<file path="src/rtl/spi_reg_frontend.sv">
module spi_reg_frontend #(
  parameter int DATA_W = 16,
  parameter int DEPTH  = 8
) (
  input  logic              clk,
  input  logic              rst_n,
  input  logic              wr_en,
  input  logic [3:0]        addr,
  input  logic [31:0]       wdata,
  input  logic [1:0]        wr_half,
  output logic [31:0]       rdata,
  output logic              eng_active,
  output logic              eng_tx_avail,
  output logic [DATA_W-1:0] eng_tx_data,
  input  logic              eng_pop,
  input  logic              eng_push,
  input  logic [DATA_W-1:0] eng_rx_data,
  output logic [3:0]        ss_sel,
  output logic              irq_rx,
  output logic              irq_tx,
  output logic              irq_err
);
  localparam int PTR_W = $clog2(DEPTH);
  localparam int LVL_W = $clog2(DEPTH + 1);
  localparam logic [LVL_W-1:0] FULL = LVL_W'(DEPTH);
  localparam logic [3:0] A_CTRL = 4'h0, A_EN = 4'h2, A_BAUD = 4'h4, A_THR = 4'h5,
                         A_TXL = 4'h7, A_RXL = 4'h8, A_SR = 4'h9, A_ISR = 4'ha,
                         A_IMR = 4'hb, A_ICR = 4'hc, A_DR = 4'hd;

  logic [15:0] ctrl, baud, rx_thr, tx_thr;
  logic        en;
  logic [3:0]  ss;
  logic [4:0]  imask;
  logic        txo, rxu, rxo;
  logic [DATA_W-1:0] hold;
  logic [DATA_W-1:0] tx_mem [DEPTH];
  logic [DATA_W-1:0] rx_mem [DEPTH];
  logic [PTR_W-1:0]  tx_wp, tx_rp, rx_wp, rx_rp;
  logic [LVL_W-1:0]  tx_lvl, rx_lvl;

  wire wr_ctrl = wr_en && addr == A_CTRL;
  wire wr_dr   = wr_en && addr == A_DR;
  wire wr_icr  = wr_en && addr == A_ICR;

  wire host_push = wr_dr & wdata[31] & wdata[30];
  wire host_pop  = wr_dr & wdata[31] & ~wdata[30];

  wire tx_full  = tx_lvl == FULL;
  wire rx_full  = rx_lvl == FULL;
  wire tx_empty = tx_lvl == '0;
  wire rx_empty = rx_lvl == '0;

  assign eng_active   = ctrl[15] & en;
  assign eng_tx_avail = eng_active & ~tx_empty;
  assign eng_tx_data  = tx_mem[tx_rp];
  assign ss_sel       = ss;

  wire push_ok     = host_push & en & ~tx_full;
  wire txo_set     = host_push & en & tx_full;
  wire epop_ok     = eng_pop & eng_active & ~tx_empty;
  wire pop_ok      = host_pop & ~rx_empty;
  wire rxu_set     = host_pop & rx_empty;
  wire epush_ok    = eng_push & eng_active & ~rx_full;
  wire rxo_set     = eng_push & eng_active & rx_full;

  wire txe_cond = en & (16'(tx_lvl) <= tx_thr);
  wire rxf_cond = en & (16'(rx_lvl) > rx_thr);
  wire [4:0] raw = {rxf_cond, rxo, rxu, txo, txe_cond};
  wire [4:0] isr = raw & imask;

  assign irq_tx  = isr[0];
  assign irq_err = |isr[3:1];
  assign irq_rx  = isr[4];

  wire [4:0] sr = {rx_full, ~rx_empty, tx_empty, ~tx_full, eng_active & ~tx_empty};

  always_ff @(posedge clk or negedge rst_n) begin
    if (!rst_n) begin
      ctrl   <= '0;
      baud   <= '0;
      rx_thr <= '0;
      tx_thr <= '0;
      en     <= 1'b0;
      ss     <= '0;
      imask  <= '0;
    end else if (wr_en) begin
      case (addr)
        A_CTRL: if (wdata[16]) ctrl[15] <= wdata[15];
                else           ctrl[14:0] <= wdata[14:0];
        A_EN:   begin en <= wdata[0]; ss <= wdata[7:4]; end
        A_BAUD: baud <= wdata[15:0];
        A_THR:  begin
                  if (wr_half[0]) rx_thr <= wdata[15:0];
                  if (wr_half[1]) tx_thr <= wdata[31:16];
                end
        A_IMR:  imask <= wdata[4:0];
        default: ;
      endcase
    end
  end

  always_ff @(posedge clk or negedge rst_n) begin
    if (!rst_n) begin
      txo <= 1'b0;
      rxu <= 1'b0;
      rxo <= 1'b0;
    end else begin
      txo <= (txo & ~(wr_icr & wdata[1])) | txo_set;
      rxu <= (rxu & ~(wr_icr & wdata[2])) | rxu_set;
      rxo <= (rxo & ~(wr_icr & wdata[3])) | rxo_set;
    end
  end

  always_ff @(posedge clk or negedge rst_n) begin
    if (!rst_n) begin
      tx_wp  <= '0;
      tx_rp  <= '0;
      tx_lvl <= '0;
    end else if (!en) begin
      tx_wp  <= '0;
      tx_rp  <= '0;
      tx_lvl <= '0;
    end else begin
      if (push_ok) tx_wp <= tx_wp + 1'b1;
      if (epop_ok) tx_rp <= tx_rp + 1'b1;
      tx_lvl <= tx_lvl + LVL_W'(push_ok) - LVL_W'(epop_ok);
    end
  end

  always_ff @(posedge clk) begin
    if (push_ok) tx_mem[tx_wp] <= wdata[DATA_W-1:0];
    if (epush_ok) rx_mem[rx_wp] <= eng_rx_data;
  end

  always_ff @(posedge clk or negedge rst_n) begin
    if (!rst_n) begin
      rx_wp  <= '0;
      rx_rp  <= '0;
      rx_lvl <= '0;
    end else if (!en) begin
      rx_wp  <= '0;
      rx_rp  <= '0;
      rx_lvl <= '0;
    end else begin
      if (epush_ok) rx_wp <= rx_wp + 1'b1;
      if (pop_ok)   rx_rp <= rx_rp + 1'b1;
      rx_lvl <= rx_lvl + LVL_W'(epush_ok) - LVL_W'(pop_ok);
    end
  end

  always_ff @(posedge clk or negedge rst_n) begin
    if (!rst_n)        hold <= '0;
    else if (pop_ok)   hold <= rx_mem[rx_rp];
    else if (rxu_set)  hold <= '0;
  end

  always_comb begin
    case (addr)
      A_CTRL:  rdata = {16'h0, ctrl};
      A_EN:    rdata = {24'h0, ss, 3'b000, en};
      A_BAUD:  rdata = {16'h0, baud};
      A_THR:   rdata = {tx_thr, rx_thr};
      A_TXL:   rdata = 32'(tx_lvl);
      A_RXL:   rdata = 32'(rx_lvl);
      A_SR:    rdata = {27'h0, sr};
      A_ISR:   rdata = {27'h0, isr};
      A_IMR:   rdata = {27'h0, imask};
      A_DR:    rdata = 32'(hold);
      default: rdata = '0;
    endcase
  end
endmodule


</file>
<file path="config.mk">
export PLATFORM = sky130hd
export DESIGN_NAME = spi_reg_frontend
export DESIGN_NICKNAME = d
export VERILOG_FILES = /design/src/rtl/spi_reg_frontend.sv
export SDC_FILE = /design/constraint.sdc
export NUM_CORES = 1
export LEC_CHECK = 0
export CAP_MARGIN = 20
export CORE_MARGIN = 2
export CORE_UTILIZATION = 57
export DETAILED_ROUTE_END_ITERATION = 16
export DONT_BUFFER_PORTS = 1
export PLACE_DENSITY = 0.78
export SETUP_SLACK_MARGIN = 0.4
export SLEW_MARGIN = 20
export SYNTH_ARGS = -nofsm -noshare
export SYNTH_HDL_FRONTEND = slang
export SYNTH_SLANG_ARGS = --single-unit
</file>
<file path="constraint.sdc">
create_clock -name clk -period 2.7 [get_ports clk]
set_clock_uncertainty 0.1 [all_clocks]
set_input_delay 0.81 -clock clk [delete_from_list [all_inputs] [get_ports clk]]
set_output_delay 0.81 -clock clk [all_outputs]
set_load 0.05 [all_outputs]
</file>
# After elaboration in Yosys (flattened, before gate mapping)
# Memory sizes are Yosys's and may differ from the RTL's.
# Index checks and enable logic that the tools add are counted.
[op_classes]
addsub = 8
mul = 0
div_mod_pow = 0
magnitude_cmp = 2
eq_ne = 16
shift = 0
muxes = 17
bitwise_logic = 36
reduce_logical = 14
[ops]
columns = ["cell", "count"]
rows = [
  ["$pmux W32 S10", 1],
  ["$eq A4 B4 Y1 const B", 8],
  ["$mux W16", 2],
  ["$mux W3", 8],
  ["$and A1 B1 Y1", 23],
  ["$gt A4 B16 Y1", 1],
  ["$le A4 B16 Y1", 1],
  ["$add A3 B1 Y3 const B", 4],
  ["$eq A4 B3 Y1 const B", 3],
  ["$logic_not A4 Y1", 3],
  ["$reduce_and A3 Y1", 4],
  ["$not A1 Y1", 9],
  ["$add A4 B1 Y4", 2],
  ["$mux W4", 2],
  ["$ne A2 B1 Y1 const B", 4],
  ["$sub A4 B1 Y4", 2],
  ["$reduce_and A2 Y1", 3],
  ["$and A5 B5 Y5", 1],
  ["$eq A4 B2 Y1 const B", 1],
  ["$mux W1", 4],
  ["$or A1 B1 Y1", 3],
  ["$reduce_or A3 Y1", 1],
  ["$logic_and A1 B1 Y1", 2],
  ["$reduce_bool A2 Y1", 1],
]
[word_totals]
reg_bits = 113
latchBits = 0
ramBits = 256
rom_bits = 0
inputBits = 59
output_inout_bits = 57
elab_cells = 113
memories = 2
[mem_list]
columns = ["memory", "depth", "word_bits", "read_ports", "rd_clocked_by_memory_dff", "write_ports", "line_no", "text"]
rows = [
  ["rx_mem", 8, 16, 1, 0, 1, "37", "logic [DATA_W-1:0] rx_mem [DEPTH];"],
  ["tx_mem", 8, 16, 1, 0, 1, "36", "logic [DATA_W-1:0] tx_mem [DEPTH];"],
]

# Depth between registers and ports, before layout
# Gate-level depths: netlist of run 1.
[depth]
word_depth = 9
ltp_mapped = 12
ltp_nobuf = 12

# Least setup slack after synthesis of run 1
# OpenSTA, ideal clock, no wires.
[synth_path]
path_type = "input to output"
start = "input port addr[3]"
end = "output port rdata[1]"
arrival_ps = 3312
required_ps = 1790
slack_ps = -1522
path_stages = 5
n_path_buf = 2
path_cell_list = "buf_2 -> clkbuf_1 -> nor2b_1 -> a22oi_1 -> o311ai_0"
[synth_via]
elab_chain_cells = 2
word_cells_on_any_way = 11
cone_classes = "eq/ne (9); mux (1); reduce/logical (1)"
[synth_lines]
columns = ["item", "line_no", "text"]
rows = [
  ["start: declaration", "8", "input logic [3:0] addr,"],
  ["$eq A4 B4 Y1 (tied with other cells)", "158", "case (addr)"],
  ["$pmux W32 S10 (*)", "158", ""],
  ["end: declaration", "11", "output logic [31:0] rdata,"],
]
# Mark *: on every way between the ends. The rest lies on a longest branch, timed or not.

# Worst setup path in the final report of run 1
[layout_path]
start = "register tx_thr[1]"
end = "output port rdata[0]"
[layout_via]
elab_chain_cells = 4
[layout_lines]
columns = ["item", "line_no", "text"]
rows = [
  ["start: declaration", "30", "logic [15:0] ctrl, baud, rx_thr, tx_thr;"],
  ["start signal: assignment", "94", "if (wr_half[1]) tx_thr <= wdata[31:16];"],
  ["$le A4 B16 Y1", "66", "wire txe_cond = en & (16'(tx_lvl) <= tx_thr);"],
  ["$and A1 B1 Y1", "66", ""],
  ["$and A5 B5 Y5", "69", "wire [4:0] isr = raw & imask;"],
  ["$pmux W32 S10", "158", ""],
]
# No other way between the ends.

==> flow_metrics.env, run 1 <==
export IMPL_synth_seq_cells=369
export IMPL_cts_tree="built"
export IMPL_clock_tree_root_cell="clkbuf_16"
export IMPL_grt_setup_unrepaired="true"
export IMPL_cp_buffers_inverters=1
export IMPL_post_drt_wl_per_cell_um=25.8
export IMPL_violations="negative hold slack, negative setup slack"
export IMPL_peakVddDrop_mv=0.751
export IMPL_hpwl_mm=22.1
export IMPL_final_min_clock_period_ns=3.35
export IMPL_gp_congestion=0.869
export IMPL_drtIter0Drc=874
export IMPL_ios=116
export IMPL_cp_slowest_stage_delay_ns=0.74
export IMPL_fmax_mhz=299
export IMPL_critPathLaunchType="flip-flop"
export IMPL_antenna_cells=0
export IMPL_arrival_ns=2.44
export IMPL_final_util_pct=73.4
export IMPL_cp_max_fo=2
export IMPL_syn_area_sq_um=15600
export IMPL_die_y_um=169
export IMPL_die_w_um=169
export IMPL_ant_nets=0
export IMPL_vias=9119
export IMPL_drtPass1Iterations=5
export IMPL_tightest_slew_ns=0.842
export IMPL_leakagePower_uw=0.00720
export IMPL_finalPower_uw=13100
export IMPL_antenna_found_initial=1
export IMPL_critPathKind="flip-flop to output port"
export IMPL_place_worst_setup_slack_ns=-0.135
export IMPL_grt_pass1_vias=9570
export IMPL_gr_usage_all_layers_pct=26.2
export IMPL_outcome="finished with violations"
export IMPL_layout_nets=1179
export IMPL_period_share_pct=124
export IMPL_hold_viol=113
export IMPL_relSlewSlack_pct=43.9
export IMPL_dieArea_sq_um=28700
export IMPL_cp_num_cells=6
export IMPL_syn_avg_cell_area_sq_um=16.3
export IMPL_cap_violations=0
export IMPL_clk_path_buf_depth=3
export IMPL_worstPathCellList="inv_2 -> ha_4 -> nor2b_4 -> o211ai_1 -> a21oi_2 -> o41ai_4"
export IMPL_finalMaxSlewViolations=0
export IMPL_required_ns=1.79
export IMPL_final_cell_mix="256 x edfxtp_1, 106 x dfrtp_1, 69 x mux2i_1"
export IMPL_port_buffers=0
export IMPL_synth_cells=957
export IMPL_htreeDepth=2
export IMPL_fin_hold_ws_ns=-0.119
export IMPL_syn_num_nets=1042
export IMPL_initial_core_util_pct=58.0
export IMPL_critical_path_top_delay_family="compound AO/OA/AOI/OAI gates"
export IMPL_grt_pass1_wl_mm=56.1
export IMPL_fin_ws_ns=-0.646
export IMPL_fill_cells=1548
export IMPL_yosysWarnings=0
export IMPL_synth_edf_count=256
export IMPL_grt_overflow=0
export IMPL_grt_max_degree=114
export IMPL_wl_mm=37.7
export IMPL_core_sq_um=26900
export IMPL_r2r_cells=14
export IMPL_layout_drive_gt1_share_pct=38.5
export IMPL_worstSetupEndpointType="output port"
export IMPL_finalSetupViolCount=149
export IMPL_hold_class="input port to async pin"
export IMPL_power_density_nw_per_um2=663
export IMPL_ys_flop_type="edfxtp_1"
export IMPL_route_detailed_drc=0
export IMPL_final_common_cell="edfxtp_1"
export IMPL_synth_cell_types=69
export IMPL_core_rowCount=60
export IMPL_area_delta_synth_final_pct=26.5
export IMPL_seq_area_frac_synth_pct=67.4
export IMPL_synthArstFlopShare_pct=30.6
export IMPL_crit_slowest_cell="o41ai_4"
export IMPL_viasPerCell=6.23
export IMPL_clock_sinks=369
export IMPL_cts_buffers=37
export IMPL_clk_pin_slew_ns=0.06
export IMPL_clk_insertion_delay_late_ns=0.53
logic make-up after synthesis:
group	Yosys count	synth area share, %
DFF	369	67.4
muxes	194	16.0
and+or+nand+nor	178	6.50
AOI/OAI and AO/OA	106	5.38
buffers and inverters	76	2.05
adders and majority gates	26	2.18
xor gates and xnor gates	8	0.449
final cells by class:
class / count / area [sq um] / area share (%)
Sequential cell: 369 / 10500 / 53.4
Multi-Input combinational cell: 512 / 5540 / 28.1
Timing Repair Buffer: 147 / 1760 / 8.93
Inverter: 27 / 115 / 0.584
Clock inverter: 24 / 338 / 1.71
Clock buffer: 44 / 1010 / 5.14
Tap cell: 341 / 427 / 2.16
what timing repair did:
item                       in CTS  in global routing
resized for setup             112                 43
gates cloned                    4                  1
setup endpoints to repair     294                321
hold endpoints to repair      113                113
buffers inserted               38                 22
pin swaps                      51                 35
metrics by stage:
step	cell area, sq um	std cells	TNS, ns
after detailed placement	17100	1331	-4.54
after global placement	17100	1331	-1.03
after CTS	19300	1441	-10.28
after global routing	19700	1464	-25.05
final	19700	1464	-16.72
after floorplan	16200	957	-1.75
cells in the mapped netlist, types with 3 or more instances:
| master | instances | area share [%] |
|---|---|---|
| edfxtp_1 | 256 | 49 |
| dfrtp_1 | 113 | 18 |
| mux2i_1 | 70 | 4.5 |
| nand2_1 | 47 | 1.1 |
| mux2_2 | 46 | 3.3 |
| a22oi_1 | 39 | 1.9 |
| mux2_1 | 36 | 2.6 |
| mux4_2 | 32 | 4.6 |
| nor2_1 | 32 | 0.77 |
| clkbuf_1 | 27 | 0.65 |
| inv_1 | 25 | 0.60 |
| ha_1 | 24 | 1.9 |
| and2_1 | 20 | 0.80 |
| buf_2 | 18 | 0.58 |
| a32o_1 | 17 | 1.1 |
| a21oi_1 | 11 | 0.35 |
| mux2_4 | 10 | 0.96 |
| nor3_1 | 10 | 0.32 |
| a222oi_1 | 9 | 0.58 |
| nand2b_1 | 9 | 0.36 |
| nand3_1 | 9 | 0.29 |
| nor4_1 | 7 | 0.28 |
| xnor2_1 | 7 | 0.39 |
| nand3b_1 | 6 | 0.29 |
| nor2b_1 | 6 | 0.24 |
| o21ai_0 | 6 | 0.19 |
| a211oi_1 | 4 | 0.19 |
| nand4_1 | 4 | 0.16 |
| a22o_1 | 3 | 0.17 |
| nor3b_1 | 3 | 0.14 |
| or3_1 | 3 | 0.12 |
flip-flops by register name (all words and copies together), names as in the netlist, 3 cells and up:
name / cells
rx_thr: 16
imask: 5
tx_wp: 3
baud: 16
tx_lvl: 4
ss_sel: 4
ctrl: 16
tx_thr: 16
tx_rp: 3
rx_rp: 3
tx_mem: 128
hold: 16
rx_wp: 3
rx_mem: 128
rx_lvl: 4
power breakdown:
part           switching [uW]  leakage [uW]  internal, uW
Sequential                253       0.00377          6320
Combinational             461       0.00278           440
Clock                    2210      0.000658          3390
Total                    2920       0.00720         10100
final timing paths:
kind | startpoint | slack, ns | to
max | tx_thr[1]$_DFFE_PN0P_ | -0.65 | rdata[0]
min | rst_n | -0.12 | rx_wp[2]$_DFFE_PN0P_
max reg2reg | tx_lvl[3]$_DFF_PN0_ | -0.26 | tx_lvl[1]$_DFF_PN0_
min reg2reg | baud[6]$_DFFE_PN0P_ | 0.40 | baud[6]$_DFFE_PN0P_
max in group asynchronous | rst_n | 2.39 | rx_lvl[0]$_DFF_PN0_
min in group clk | wdata[7] | 0.27 | tx_mem[5][7]$_DFFE_PP_
worst register-to-register path, delay by kind of cell, from the launching register on:
kind / cells / cell delay [ns]
flip-flops: 1 / 0.40
adder cells (fa/ha/maj): 4 / 1.11
AND/OR/NAND/NOR: 3 / 0.55
buffers and inverters: 7 / 0.74
layer usage:
| metal | global-route usage, % | routed length, um | vias up | part of all wire [%] |
|---|---|---|---|---|
| met5 | 0 | 0 | - | 0 |
| met4 | 10.7 | 1540 | 0 | 4.1 |
| met3 | 6.06 | 2710 | 99 | 7.2 |
| met2 | 45.7 | 19400 | 318 | 51 |
| met1 | 31.7 | 14100 | 4703 | 37 |
| li1 | - | - | 3999 | - |
Note: power is estimated with default switching activity, not from simulation.
==> inputs of run 2 (changes only) <==
--- a/config.mk
+++ b/config.mk
@@ -11,7 +11,6 @@
 export DETAILED_ROUTE_END_ITERATION = 16
 export DONT_BUFFER_PORTS = 1
 export PLACE_DENSITY = 0.78
-export SETUP_SLACK_MARGIN = 0.4
 export SLEW_MARGIN = 20
 export SYNTH_ARGS = -nofsm -noshare
 export SYNTH_HDL_FRONTEND = slang
==> run 2 against run 1 <==
  * The flow still finishes with violations (negative hold slack, negative setup slack)
  * Register-to-register slack gained 0.08 ns
  * Flip-flop and latch count is the same
  * Fmax grew 1.8%
  * Power shrank 4.8%
  * Non-clock buffer count shrank 27
  * Via count shrank 3.9%
  * Worst setup slack gained 0.059 ns
  * Highest routed layer unchanged
==> flow_metrics.env, run 2 (same netlist as run 1, synthesis figures left out) <==
export IMPL_switching_share_pct=22.4
export IMPL_cts_buffers=37
export IMPL_grt_overflow=0
export IMPL_ios=116
export IMPL_cap_violations=0
export IMPL_p_sw_uw=2790
export IMPL_cp_slowest_stage_delay_ns=0.74
export IMPL_intPower_uw=9660
export IMPL_leakagePower_uw=0.00692
export IMPL_hold_class="input port to async pin"
export IMPL_cp_max_fo=2
export IMPL_worstPathCellList="inv_2 -> ha_4 -> nor2b_4 -> o211ai_1 -> a21oi_2 -> o41ai_4"
export IMPL_final_min_clock_period_ns=3.29
export IMPL_worstSetupEndpointType="output port"
export IMPL_critPathKind="flip-flop to output port"
export IMPL_clk_path_buf_depth=3
export IMPL_relSlewSlack_pct=45.2
export IMPL_gr_usage_all_layers_pct=25.7
export IMPL_finalMaxSlewViolations=0
export IMPL_viasPerCell=6.10
export IMPL_placed_cell_area_sq_um=16900
export IMPL_grt_pass1_vias=9359
export IMPL_fin_ws_ns=-0.587
export IMPL_place_worst_setup_slack_ns=-0.308
export IMPL_outcome="finished with violations"
export IMPL_area_delta_synth_final_pct=22.3
export IMPL_clock_tree_root_cell="clkbuf_16"
export IMPL_gp_congestion=0.860
export IMPL_fin_hold_ws_ns=-0.104
export IMPL_finalSetupViolCount=67
export IMPL_hpwl_mm=22.1
export IMPL_drtPass1Iterations=7
export IMPL_combPwrFrac_pct=7.1
export IMPL_multi_input_area_sq_um=5470
export IMPL_ant_nets=0
export IMPL_final_area_sq_um=19100
export IMPL_ff_latch_area_sq_um=10500
export IMPL_antenna_found_initial=0
export IMPL_post_drt_wl_per_cell_um=25.3
export IMPL_vias=8759
export IMPL_fill_cells=1627
export IMPL_layout_nets=1152
export IMPL_peakVddDrop_mv=0.596
export IMPL_final_common_cell="edfxtp_1"
export IMPL_die_y_um=169
export IMPL_dieArea_sq_um=28700
export IMPL_drtIter0Drc=852
export IMPL_htreeDepth=2
export IMPL_period_share_pct=122
export IMPL_fmax_mhz=304
export IMPL_power_density_nw_per_um2=653
export IMPL_pwr_share_clk_pct=40.1
export IMPL_required_ns=1.79
export IMPL_core_rowCount=60
export IMPL_hold_viol=113
export IMPL_arrival_ns=2.38
export IMPL_wl_mm=36.3
export IMPL_tightest_slew_ns=0.822
export IMPL_p_seq_share_pct=52.9
export IMPL_clock_sinks=369
export IMPL_final_cell_mix="256 x edfxtp_1, 108 x dfrtp_1, 69 x mux2i_1"
export IMPL_critPathLaunchType="flip-flop"
export IMPL_layout_drive_gt1_share_pct=34.4
export IMPL_die_w_um=169
export IMPL_route_detailed_drc=0
export IMPL_reg_largest_list="rx_mem: 128 flops, tx_mem: 128 flops"
export IMPL_core_sq_um=26900
export IMPL_crit_slowest_cell="o41ai_4"
export IMPL_antenna_cells=0
export IMPL_grt_pass1_wl_mm=55.4
export IMPL_clk_pin_slew_ns=0.06
export IMPL_initial_core_util_pct=58.0
export IMPL_grt_setup_unrepaired="true"
export IMPL_grt_max_degree=114
export IMPL_violations="negative hold slack, negative setup slack"
export IMPL_setup_tns_ns=-11.67
export IMPL_cts_tree="built"
export IMPL_clk_insertion_delay_late_ns=0.51
export IMPL_port_buffers=0
-- run 2: layout make-up --
cell class	instances	share of cell area (%)
clock inverter	18	0.899
sequential	369	55.2
multi-input combinational	512	28.7
timing repair buffer	120	7.23
clock buffer	48	5.23
inverter	27	0.558
tap	341	2.24
-- run 2: what timing repair did --
action,CTS,global route
setup endpoints to repair,143,70
pin swaps,30,26
buffers inserted,28,15
hold endpoints to repair,113,113
gates cloned,4,2
resized for setup,86,54
-- run 2: worst paths after layout --
path                       slack, ns  cells past startpoint                  start                 endpoint
setup / recovery               -0.59                      6  tx_thr[1]$_DFFE_PN0P_                 rdata[0]
hold / removal                 -0.10                      0                  rst_n    tx_thr[4]$_DFFE_PN0P_
setup reg to reg               -0.18                     15    tx_lvl[2]$_DFF_PN0_      tx_lvl[1]$_DFF_PN0_
hold reg to reg                 0.38                      1   tx_rp[2]$_DFFE_PN0P_     tx_rp[2]$_DFFE_PN0P_
max in group asynchronous       2.36                      0                  rst_n     rx_rp[1]$_DFFE_PN0P_
min in group clk                0.29                      0              wdata[10]  tx_mem[0][10]$_DFFE_PP_
-- run 2: per-layer routing --
metal	vias up	share of wire [%]	GRT usage (%)
li1	3941	-	-
met5	-	0	0
met1	4474	39	32.1
met4	0	2.4	6.65
met2	279	53	46.3
met3	65	5.3	4.85
-- run 2: through the flow --
| step | cells | utilization, % | hold WS, ns | power [uW] |
|---|---|---|---|---|
| 2_1_floorplan | 957 | - | 0.360 | 7180 |
| 5_1_grt | 1435 | 71.0 | -0.120 | 12800 |
| 3_5_place_dp | 1328 | 63.0 | 0.378 | 7430 |
| 3_3_place_gp | 1328 | 63.0 | 0.365 | 7410 |
| 6_report | 1435 | 71.0 | -0.104 | 12400 |
| 4_1_cts | 1426 | 70.2 | -0.131 | 12500 |
-- run 2: power by group through the flow --
stage	Sequential, uW	Combinational, uW	Clock, uW
floorplan	6600	583	0
global placement	6660	743	0
detailed placement	6670	766	0
CTS	6570	838	5060
global route	6600	939	5270
finish	6580	878	4990
-- run 2: critical path, delay by kind of cell, from the launching register on --
family / cells / cell delay [ns]
compound gates: 3 / 1.07
flops: 1 / 0.39
fa+ha+maj: 1 / 0.20
simple gates: 1 / 0.12
buf+inv: 1 / 0.08
